$ cat config.mk
export PLATFORM = sky130hd
export DESIGN_NAME = pc_sequencer
export DESIGN_NICKNAME = d
export VERILOG_FILES = /design/src/rtl/pcs_pkg.sv /design/src/rtl/pcs_ret_stack.sv /design/src/rtl/pcs_next_pc.sv /design/src/rtl/pc_sequencer.sv
export SDC_FILE = /design/constraint.sdc
export NUM_CORES = 1
export LEC_CHECK = 0
export BUFFER_PORTS_ARGS = -buffer_cell sky130_fd_sc_hd__buf_2
export CAP_MARGIN = 40
export CORE_MARGIN = 3
export CORE_UTILIZATION = 68
export CTS_BUF_LIST = sky130_fd_sc_hd__clkbuf_8
export DETAILED_ROUTE_END_ITERATION = 6
export PLACE_DENSITY = 0.95
export SLEW_MARGIN = 20
export SYNTH_ARGS = -nofsm -noshare
export SYNTH_HDL_FRONTEND = slang
export SYNTH_SLANG_ARGS = --single-unit
$ cat constraint.sdc
create_clock -name clk_i -period 4.95 [get_ports clk_i]
set_input_delay 0.495 -clock clk_i [delete_from_list [all_inputs] [get_ports clk_i]]
set_output_delay 0.495 -clock clk_i [all_outputs]
set_load 0.02 [all_outputs]
$ cat src/rtl/pcs_pkg.sv
package pcs_pkg;
  typedef enum logic [1:0] {
    OP_NEXT    = 2'b00,
    OP_CALL    = 2'b01,
    OP_RET     = 2'b10,
    OP_SKIPSET = 2'b11
  } op_e;
endpackage

$ cat src/rtl/pcs_ret_stack.sv
module pcs_ret_stack #(
  parameter int DEPTH = 8,
  parameter int W     = 13
) (
  input  logic         clk_i,
  input  logic         rst_ni,
  input  logic         push_i,
  input  logic         pop_i,
  input  logic [W-1:0] push_data_i,
  output logic [W-1:0] top_o
);
  localparam int SP_W = $clog2(DEPTH);

  logic [W-1:0]    mem_q [DEPTH];
  logic [SP_W-1:0] sp_q;
  logic [SP_W-1:0] top_idx;

  // sp_q is the next free slot; DEPTH is a power of two so indices wrap
  assign top_idx = sp_q - SP_W'(1);
  assign top_o   = mem_q[top_idx];

  always_ff @(posedge clk_i or negedge rst_ni) begin
    if (!rst_ni) begin
      sp_q <= '0;
      for (int i = 0; i < DEPTH; i++) mem_q[i] <= '0;
    end else if (push_i) begin
      mem_q[sp_q] <= push_data_i;
      sp_q        <= sp_q + SP_W'(1);
    end else if (pop_i) begin
      sp_q <= top_idx;
    end
  end

  assert_push_top_R4: assert property (@(posedge clk_i) disable iff (!rst_ni)
    push_i |=> top_o == $past(push_data_i));

  assert_push_pop_excl_R9: assert property (@(posedge clk_i) disable iff (!rst_ni)
    !(push_i && pop_i));
endmodule

$ cat src/rtl/pcs_next_pc.sv
module pcs_next_pc
  import pcs_pkg::*;
#(
  parameter int PC_W    = 13,
  parameter int IMM_W   = 11,
  parameter int LATCH_W = 8,
  parameter int PAGE_LO = 3
) (
  input  logic [PC_W-1:0]    pc_i,
  input  logic               flush_i,
  input  op_e                op_i,
  input  logic [IMM_W-1:0]   imm_i,
  input  logic [LATCH_W-1:0] page_i,
  input  logic               bit_i,
  input  logic [PC_W-1:0]    tos_i,
  output logic [PC_W-1:0]    next_pc_o,
  output logic               flush_next_o,
  output logic               push_o,
  output logic               pop_o,
  output logic               stall_o
);
  localparam int PAGE_W  = PC_W - IMM_W;
  localparam int PAGE_HI = PAGE_LO + PAGE_W - 1;

  logic [PC_W-1:0] pc_inc;
  logic [PC_W-1:0] call_tgt;

  assign pc_inc   = pc_i + PC_W'(1);
  assign call_tgt = {page_i[PAGE_HI:PAGE_LO], imm_i};

  always_comb begin
    next_pc_o    = pc_inc;
    flush_next_o = 1'b0;
    push_o       = 1'b0;
    pop_o        = 1'b0;
    if (!flush_i) begin
      unique case (op_i)
        OP_CALL: begin
          next_pc_o    = call_tgt;
          flush_next_o = 1'b1;
          push_o       = 1'b1;
        end
        OP_RET: begin
          next_pc_o    = tos_i;
          flush_next_o = 1'b1;
          pop_o        = 1'b1;
        end
        OP_SKIPSET: flush_next_o = bit_i;
        default: ;
      endcase
    end
  end

  assign stall_o = flush_next_o;
endmodule

$ cat src/rtl/pc_sequencer.sv
module pc_sequencer
  import pcs_pkg::*;
#(
  parameter int PC_W    = 13,
  parameter int IMM_W   = 11,
  parameter int LATCH_W = 8,
  parameter int PAGE_LO = 3,
  parameter int DEPTH   = 8
) (
  input  logic               clk_i,
  input  logic               rst_ni,
  input  logic [1:0]         op_i,
  input  logic [IMM_W-1:0]   imm_i,
  input  logic [LATCH_W-1:0] page_i,
  input  logic               bit_i,
  output logic [PC_W-1:0]    fetch_addr_o,
  output logic               nop_o,
  output logic               stall_o
);
  localparam int PAGE_W  = PC_W - IMM_W;
  localparam int PAGE_HI = PAGE_LO + PAGE_W - 1;

  logic [PC_W-1:0] pc_q, pc_d, tos;
  logic            flush_q, flush_d;
  logic            push, pop;
  op_e             op;

  assign op = op_e'(op_i);

  pcs_next_pc #(
    .PC_W(PC_W), .IMM_W(IMM_W), .LATCH_W(LATCH_W), .PAGE_LO(PAGE_LO)
  ) u_next (
    .pc_i(pc_q), .flush_i(flush_q), .op_i(op), .imm_i(imm_i),
    .page_i(page_i), .bit_i(bit_i), .tos_i(tos),
    .next_pc_o(pc_d), .flush_next_o(flush_d),
    .push_o(push), .pop_o(pop), .stall_o(stall_o)
  );

  // return address is the prefetched word: call address + 1
  pcs_ret_stack #(.DEPTH(DEPTH), .W(PC_W)) u_stack (
    .clk_i(clk_i), .rst_ni(rst_ni), .push_i(push), .pop_i(pop),
    .push_data_i(pc_q), .top_o(tos)
  );

  always_ff @(posedge clk_i or negedge rst_ni) begin
    if (!rst_ni) begin
      pc_q    <= '0;
      flush_q <= 1'b0;
    end else begin
      pc_q    <= pc_d;
      flush_q <= flush_d;
    end
  end

  assign fetch_addr_o = pc_q;
  assign nop_o        = flush_q;

  assert_call_target_R3: assert property (@(posedge clk_i) disable iff (!rst_ni)
    (op_i == 2'b01 && !nop_o) |=>
      fetch_addr_o == {$past(page_i[PAGE_HI:PAGE_LO]), $past(imm_i)});

  assert_stall_then_nop_R5: assert property (@(posedge clk_i) disable iff (!rst_ni)
    stall_o |=> nop_o);

  assert_nop_single_R9: assert property (@(posedge clk_i) disable iff (!rst_ni)
    nop_o |=> !nop_o);

  assert_nop_advance_R9: assert property (@(posedge clk_i) disable iff (!rst_ni)
    nop_o |=> fetch_addr_o == $past(fetch_addr_o) + PC_W'(1));

  assert_nop_no_stall_R9: assert property (@(posedge clk_i) disable iff (!rst_ni)
    nop_o |-> !stall_o);

  assert_skip_clear_R7: assert property (@(posedge clk_i) disable iff (!rst_ni)
    (op_i == 2'b11 && !bit_i && !nop_o) |=>
      (!nop_o && fetch_addr_o == $past(fetch_addr_o) + PC_W'(1)));
endmodule

==> flow_metrics.py, run 1 <==
metrics = {
    "cts": {
        "tritoncts": "built",
        "clock-sinks": 121,
        "cts_buffers": 17,
        "path_clk_slew_ns": 0.07,
        "cts_resized": 0,
        "ctsHtreeMaxLevel": 4,
        "insertion_delay_ns": 0.43,
        "ctsHoldBuffers": 0,
        "cts_max_path_buffers": 2,
        "cts_root_buffer": "clkbuf_8",
        "post_cts_buffers": 0,
    },
    "yosys": {
        "synthAdderAreaFrac_pct": 1.49,
        "synth_area_leaders": "dfrtp_1 51%, mux2_2 20%, mux2i_1 4.8%",
        "synth_xor_area_share_pct": 2.68,
        "yosys_warnings": 0,
        "muxShareOfSynthArea_pct": 27.0,
        "yosys.area.top_type_share_pct": 51.4,
        "synthSimpleGateAreaFrac_pct": 10.0,
        "synth_seq_cells": 121,
        "avgSynthCellArea_um2": 12.3,
        "yosysSeqAreaShare_pct": 51.4,
        "yosys.area.top_type": "dfrtp_1",
        "synth_top_family_by_area": "multiplexers",
        "synth_fp_nets": 508,
        "synth_cells": 477,
        "ys_types": 36,
        "synth_compound_area_share_pct": 3.66,
        "syn_area_um2": 5890,
    },
    "job": {
        "max_cap_viol_count": 0,
    },
    "final_layout": {
        "nNetsFinal": 536,
        "instances_no_fill": 623,
        "drive_gt1_share_pct": 37.6,
        "final_area_um2": 6590,
        "fillCellCount": 397,
        "area.sequential_um2": 3030,
        "multiInputGateArea_um2": 2650,
        "syn_to_final_growth_pct": 12.0,
        "diodes": 0,
    },
    "setup_path": {
        "critPathTopFamily": "buffers and inverters",
        "arrival_ns": 3.43,
        "worst-path-buf-inv": 3,
        "crit_type": "flip-flop to flip-flop",
        "cp-start-kind": "flip-flop",
        "slowest_stage": "ha_1",
        "cp_max_fo": 21,
        "cp-end-kind": "flip-flop",
        "slowest_delay_ns": 0.84,
        "required_ns": 5.25,
        "path_cells": "buf_16 -> inv_1 -> ha_1 -> buf_4 -> mux2i_1 -> a22oi_1 -> nand4_1 -> o211ai_1",
    },
    "sta": {
        "worst_pin_slew_ns": 0.892,
        "hold-worst-slack_ns": 0.322,
        "post-route-period-util_pct": 63.1,
        "fin_skew_ns": 0.00861,
        "setup_tns_ns": 0,
        "rsz0062_at_grt": "no",
        "hold_viol_final": 0,
        "setup_viol": 0,
        "fin_crit_ns": 3.13,
        "slew_violations": 0,
        "timing.fmax_mhz": 320,
        "slew_headroom_pct": 40.3,
    },
    "detailed_routing": {
        "viasPerCell": 6.84,
        "ant_nets": 0,
        "drc": 0,
        "first_iter_violations": 423,
        "drt-total-wl_mm": 14.7,
        "dr.pass1.iters": 6,
        "avgRoutedWirePerCell_um": 23.6,
        "vias": 4259,
    },
    "power": {
        "p_comb_share_pct": 40.2,
        "power_frac_clock_pct": 19.6,
        "power_leakage_nw": 3.09,
        "switchingPower_mw": 1.77,
        "p_sw_share_pct": 39.5,
        "p_total_mw": 4.48,
        "seq_power_share_pct": 40.2,
        "intPower_mw": 2.71,
        "irDropWorstVdd_mv": 0.357,
        "powerDensity_nw_per_um2": 680,
    },
    "global_routing": {
        "antenna_found_initial": 0,
        "grt_pass1_vias": 4355,
        "grt_pass1_wl_mm": 23.1,
        "grt.overflow.total": 0,
        "track_usage_pct": 31.0,
        "grt_max_degree": 64,
    },
    "hold_path": {
        "hold_class": "input port to flip-flop",
    },
    "die": {
        "rows": 33,
        "core_um2": 8300,
        "io_pins": 39,
        "die_x_um": 99.0,
        "fp.dieArea_um2": 9810,
        "initial_core_util_pct": 70.9,
        "dieHeight_um": 99.0,
    },
    "placed_design": {
        "postPlaceCellArea_um2": 6100,
        "place_congestion": 0.783,
        "port-buffer-count": 32,
        "dpl.cell_count": 585,
        "dp_hpwl_mm": 8.89,
    },
    "status": {
        "status": "finished, final reports clean",
    },
}
-- layout by cell type, fill, tap and decap left out, drive strengths merged --
| cell | n |
|---|---|
| mux2i | 28 |
| nor2b | 2 |
| xnor2 | 7 |
| xor2 | 8 |
| nand2b | 2 |
| ha | 7 |
| and2 | 1 |
| mux2 | 104 |
| buf | 47 |
| o21bai | 1 |
| nor3 | 5 |
| nor2 | 11 |
| or3 | 1 |
| inv | 10 |
| dlygate4sd3 | 1 |
| bufinv | 2 |
| o221ai | 2 |
| o211ai | 7 |
| clkbuf | 20 |
| o21ai | 3 |
| nand3 | 42 |
| nand3b | 1 |
| a31oi | 1 |
| and3 | 2 |
| mux4 | 6 |
| dfrtp | 121 |
| nand4 | 11 |
| nor4 | 1 |
| a32oi | 1 |
| nand2 | 39 |
| a22oi | 9 |
| clkinv | 3 |
| clkinvlp | 4 |
| a21oi | 8 |
-- Yosys cell counts (all sizes together) --
cell and instances:
and2 1, nor3 5, clkbuf 16, nand2 39
nand4 11, o21bai 1, inv 7, ha 7
xnor2 7, o211ai 7, nor2 11, a32oi 1
nand2b 2, o21ai 3, mux4 6, mux2i 28
mux2 104, a22oi 9, o221ai 2, a21oi 8
or3 1, nor4 1, nor2b 2, nand3b 1
nand3 42, buf 23, and3 2, xor2 8
a31oi 1, dfrtp 121
-- through the flow --
| step | worst slack (ns) | utilization [%] |
|---|---|---|
| 2_1_floorplan | 2.97 | - |
| 3_3_place_gp | 1.52 | 73.0 |
| 3_5_place_dp | 1.80 | 73.5 |
| 4_1_cts | 1.90 | 78.3 |
| 5_1_grt | 1.74 | 79.4 |
| 6_report | 1.82 | 79.4 |
-- path summary, 6_finish.rpt --
check | endpoint | from | cells past startpoint | slack, ns
worst min register to register | u_stack.mem_q[97] | u_stack.mem_q[97] | 1 | 0.51
max in group asynchronous | u_stack.mem_q[48] | rst_ni | 4 | 3.29
worst max register to register | fetch_addr_o[3] | u_stack.sp_q[0] | 8 | 1.82
min in group asynchronous | nop_o | rst_ni | 2 | 0.40
worst min-delay path | fetch_addr_o[1] | imm_i[1] | 3 | 0.32
worst max-delay path | fetch_addr_o[3] | u_stack.sp_q[0] | 8 | 1.82
-- worst min-delay path, delay by kind of cell --
family | cells | cell delay, ns
simple gates | 2 | 0.14
buf+inv | 1 | 0.08
-- power by group through the flow --
stage	Clock, mW	Sequential, mW	Combinational, mW
after floorplan	0	1.64	1.37
after global placement	0	1.77	1.59
after detailed placement	0	1.79	1.73
after CTS	0.877	1.79	1.76
after global routing	0.927	1.84	1.90
final	0.880	1.80	1.80
-- registers in the layout, summed over array words and instances, names as in the netlist --
| register | cells |
|---|---|
| u_stack.mem_q | 104 |
| u_stack.sp_q | 3 |
| fetch_addr_o | 13 |
| nop_o | 1 |
-- layout make-up --
| class | instances | area share, % |
|---|---|---|
| Clock buffer | 20 | 4.18 |
| Multi-Input combinational cell | 310 | 40.3 |
| Tap cell | 105 | 1.99 |
| Clock inverter | 12 | 1.90 |
| Inverter | 7 | 0.399 |
| Sequential cell | 121 | 45.9 |
| Timing Repair Buffer | 48 | 5.34 |
-- per-layer routing --
| layer | wire [um] | global-route usage [%] | share of wire (%) | vias to the layer above |
|---|---|---|---|---|
| li1 | - | - | - | 1768 |
| met4 | 683 | 13.9 | 4.7 | 0 |
| met5 | 0 | 0 | 0 | - |
| met3 | 1380 | 8.56 | 9.4 | 83 |
| met2 | 7100 | 49.2 | 48 | 291 |
| met1 | 5520 | 40.2 | 38 | 2117 |
-- cell families after synthesis --
logic type	count (synthesis)
simple gates	118
mux	138
buf+inv	46
flops	121
fa+ha+maj	7
compound gates	32
xor+xnor	15
No activity file was read; power rests on OpenSTA's default activity.
==> inputs of run 2 (changes only) <==
CORE_UTILIZATION = 57   (was 68)
PLACE_DENSITY = 0.89   (was 0.95)
clock period = 2.6 ns   (was 4.95 ns; I/O delays follow)
==> run 2 against run 1 <==
Against the previous run:
- core utilization down 12 points
- combinational power up 99%
- register-to-register slack worse by 1.7 ns
- cell area up 1.9%
- critical path type unchanged
- first-iteration DRC count down 2.6%
- final cell count up 6.4%
- hold slack worse by 0.24 ns
- global-route usage down 4.4 points
- clock skew about the same
==> flow_metrics.py, run 2 (synthesis results as in run 1) <==
metrics = {
    "die": {
        "initial_core_util_pct": 59.4,
        "die_x_um": 108,
        "rows": 36,
        "core_um2": 9910,
        "dieHeight_um": 108,
        "io_pins": 39,
        "fp.dieArea_um2": 11600,
    },
    "setup_path": {
        "worst-path-buf-inv": 1,
        "ff2ff_path_depth": 7,
        "critPathTopFamily": "simple AND/OR/NAND/NOR gates",
        "r2r_slack_ns": 0.13,
        "cp.depth": 7,
        "cp-end-kind": "flip-flop",
        "slowest_stage": "nor2_1",
        "arrival_ns": 2.79,
        "crit_type": "flip-flop to flip-flop",
        "rr_endpoint": "fetch_addr_o[7]",
        "cp-start-kind": "flip-flop",
        "cp_max_fo": 8,
        "required_ns": 2.92,
        "reg2reg_from": "u_stack.sp_q[1]",
        "slowest_delay_ns": 0.67,
        "path_cells": "inv_1 -> ha_1 -> xor2_4 -> nor2_1 -> a22oi_1 -> nand4_1 -> o211ai_1",
    },
    "sta": {
        "slew_headroom_pct": 42.7,
        "setup_tns_ns": 0,
        "post-route-period-util_pct": 95.1,
        "worst_pin_slew_ns": 0.856,
        "slew_violations": 0,
        "fin_crit_ns": 2.47,
        "setup_viol": 0,
        "hold-worst-slack_ns": 0.0830,
        "hold_viol_final": 0,
        "fin_skew_ns": 0.00846,
        "timing.fmax_mhz": 405,
        "rsz0062_at_grt": "no",
    },
    "job": {
        "max_cap_viol_count": 0,
    },
    "final_layout": {
        "syn_to_final_growth_pct": 14.1,
        "largest_register_ffs": 104,
        "diodes": 0,
        "regMostFlops": "u_stack.mem_q",
        "mostFrequentLayoutCell": "dfrtp_1",
        "drive_gt1_share_pct": 39.2,
        "fillCellCount": 671,
        "final_cell_mix": "121 x dfrtp_1, 104 x mux2_2, 42 x nand3_1, 39 x nand2_1, 31 x buf_2",
        "nNetsFinal": 548,
    },
    "hold_path": {
        "hold_class": "input port to flip-flop",
        "hold_start": "imm_i[0]",
        "min_delay_worst_endpoint": "fetch_addr_o[0]",
        "holdPathStages": 3,
    },
    "placed_design": {
        "dp_hpwl_mm": 9.21,
        "port-buffer-count": 32,
        "place_congestion": 0.880,
    },
    "detailed_routing": {
        "first_iter_violations": 412,
        "avgRoutedWirePerCell_um": 21.8,
        "vias": 4222,
        "dr.pass1.iters": 7,
        "drc": 0,
        "ant_nets": 0,
        "drt-total-wl_mm": 14.4,
        "viasPerCell": 6.37,
    },
    "global_routing": {
        "grt.overflow.total": 0,
        "track_usage_pct": 26.6,
        "grt_max_degree": 67,
        "antenna_found_initial": 0,
        "grt_pass1_vias": 4349,
        "grt_pass1_wl_mm": 23.1,
    },
    "cts": {
        "tritoncts": "built",
        "cts_resized": 0,
        "path_clk_slew_ns": 0.07,
        "cts_root_buffer": "clkbuf_8",
        "insertion_delay_ns": 0.44,
        "post_cts_buffers": 0,
        "cts_max_path_buffers": 2,
        "ctsHtreeMaxLevel": 4,
        "ctsHoldBuffers": 1,
        "cts_buffers": 17,
        "clock-sinks": 121,
    },
    "power": {
        "irDropWorstVdd_mv": 0.511,
        "powerDensity_nw_per_um2": 1310,
        "power_leakage_nw": 3.17,
        "p_total_mw": 8.77,
    },
    "status": {
        "status": "finished, final reports clean",
    },
}
==> run 2: area by class of cell <==
type	count	area, um2	share of cell area (%)
inverters	7	26.3	0.391
clock buffers	24	330	4.92
flip-flops and latches	121	3030	45.1
well taps	133	166	2.48
multi-input cells	310	2650	39.5
repair buffers	60	400	5.96
clock inverters	8	114	1.69
==> run 2: worst min-delay path, stage by stage <==
cell      delay (ns)
buf_2           0.07
nand3_1         0.07
o211ai_1        0.08
==> run 2: per-stage QoR <==
stage	cell area [um2]	cells	utilization (%)	worst slack, ns
5_1_grt	6720	663	67.8	0.0744
3_3_place_gp	6260	630	63.2	0.369
4_1_cts	6720	663	67.8	0.201
3_5_place_dp	6260	630	63.2	0.243
6_report	6720	663	67.8	0.129
2_1_floorplan	5890	477	-	0.618
==> run 2: worst max path at each step <==
stage / from / endpoint / slack, ns
final: u_stack.sp_q[1] / fetch_addr_o[7] / 0.13
after CTS: u_stack.sp_q[1] / fetch_addr_o[7] / 0.20
after floorplan: u_stack.sp_q[0] / fetch_addr_o[2] / 0.62
after detailed placement: u_stack.sp_q[1] / fetch_addr_o[8] / 0.24
after global routing: u_stack.sp_q[1] / fetch_addr_o[7] / 0.07
after global placement: u_stack.sp_q[1] / fetch_addr_o[12] / 0.37
==> run 2: where the power goes <==
part / internal, mW / switching (mW)
Combinational: 1.65 / 1.94
Clock: 1.12 / 0.721
Sequential: 2.67 / 0.673
==> run 2: layer usage <==
metal,up-vias,track usage [%],share of wire [%]
met5,-,0,0
met3,47,8.34,9.5
met4,0,12.5,3.4
li1,1784,-,-
met2,249,41.5,49
met1,2142,33.9,38
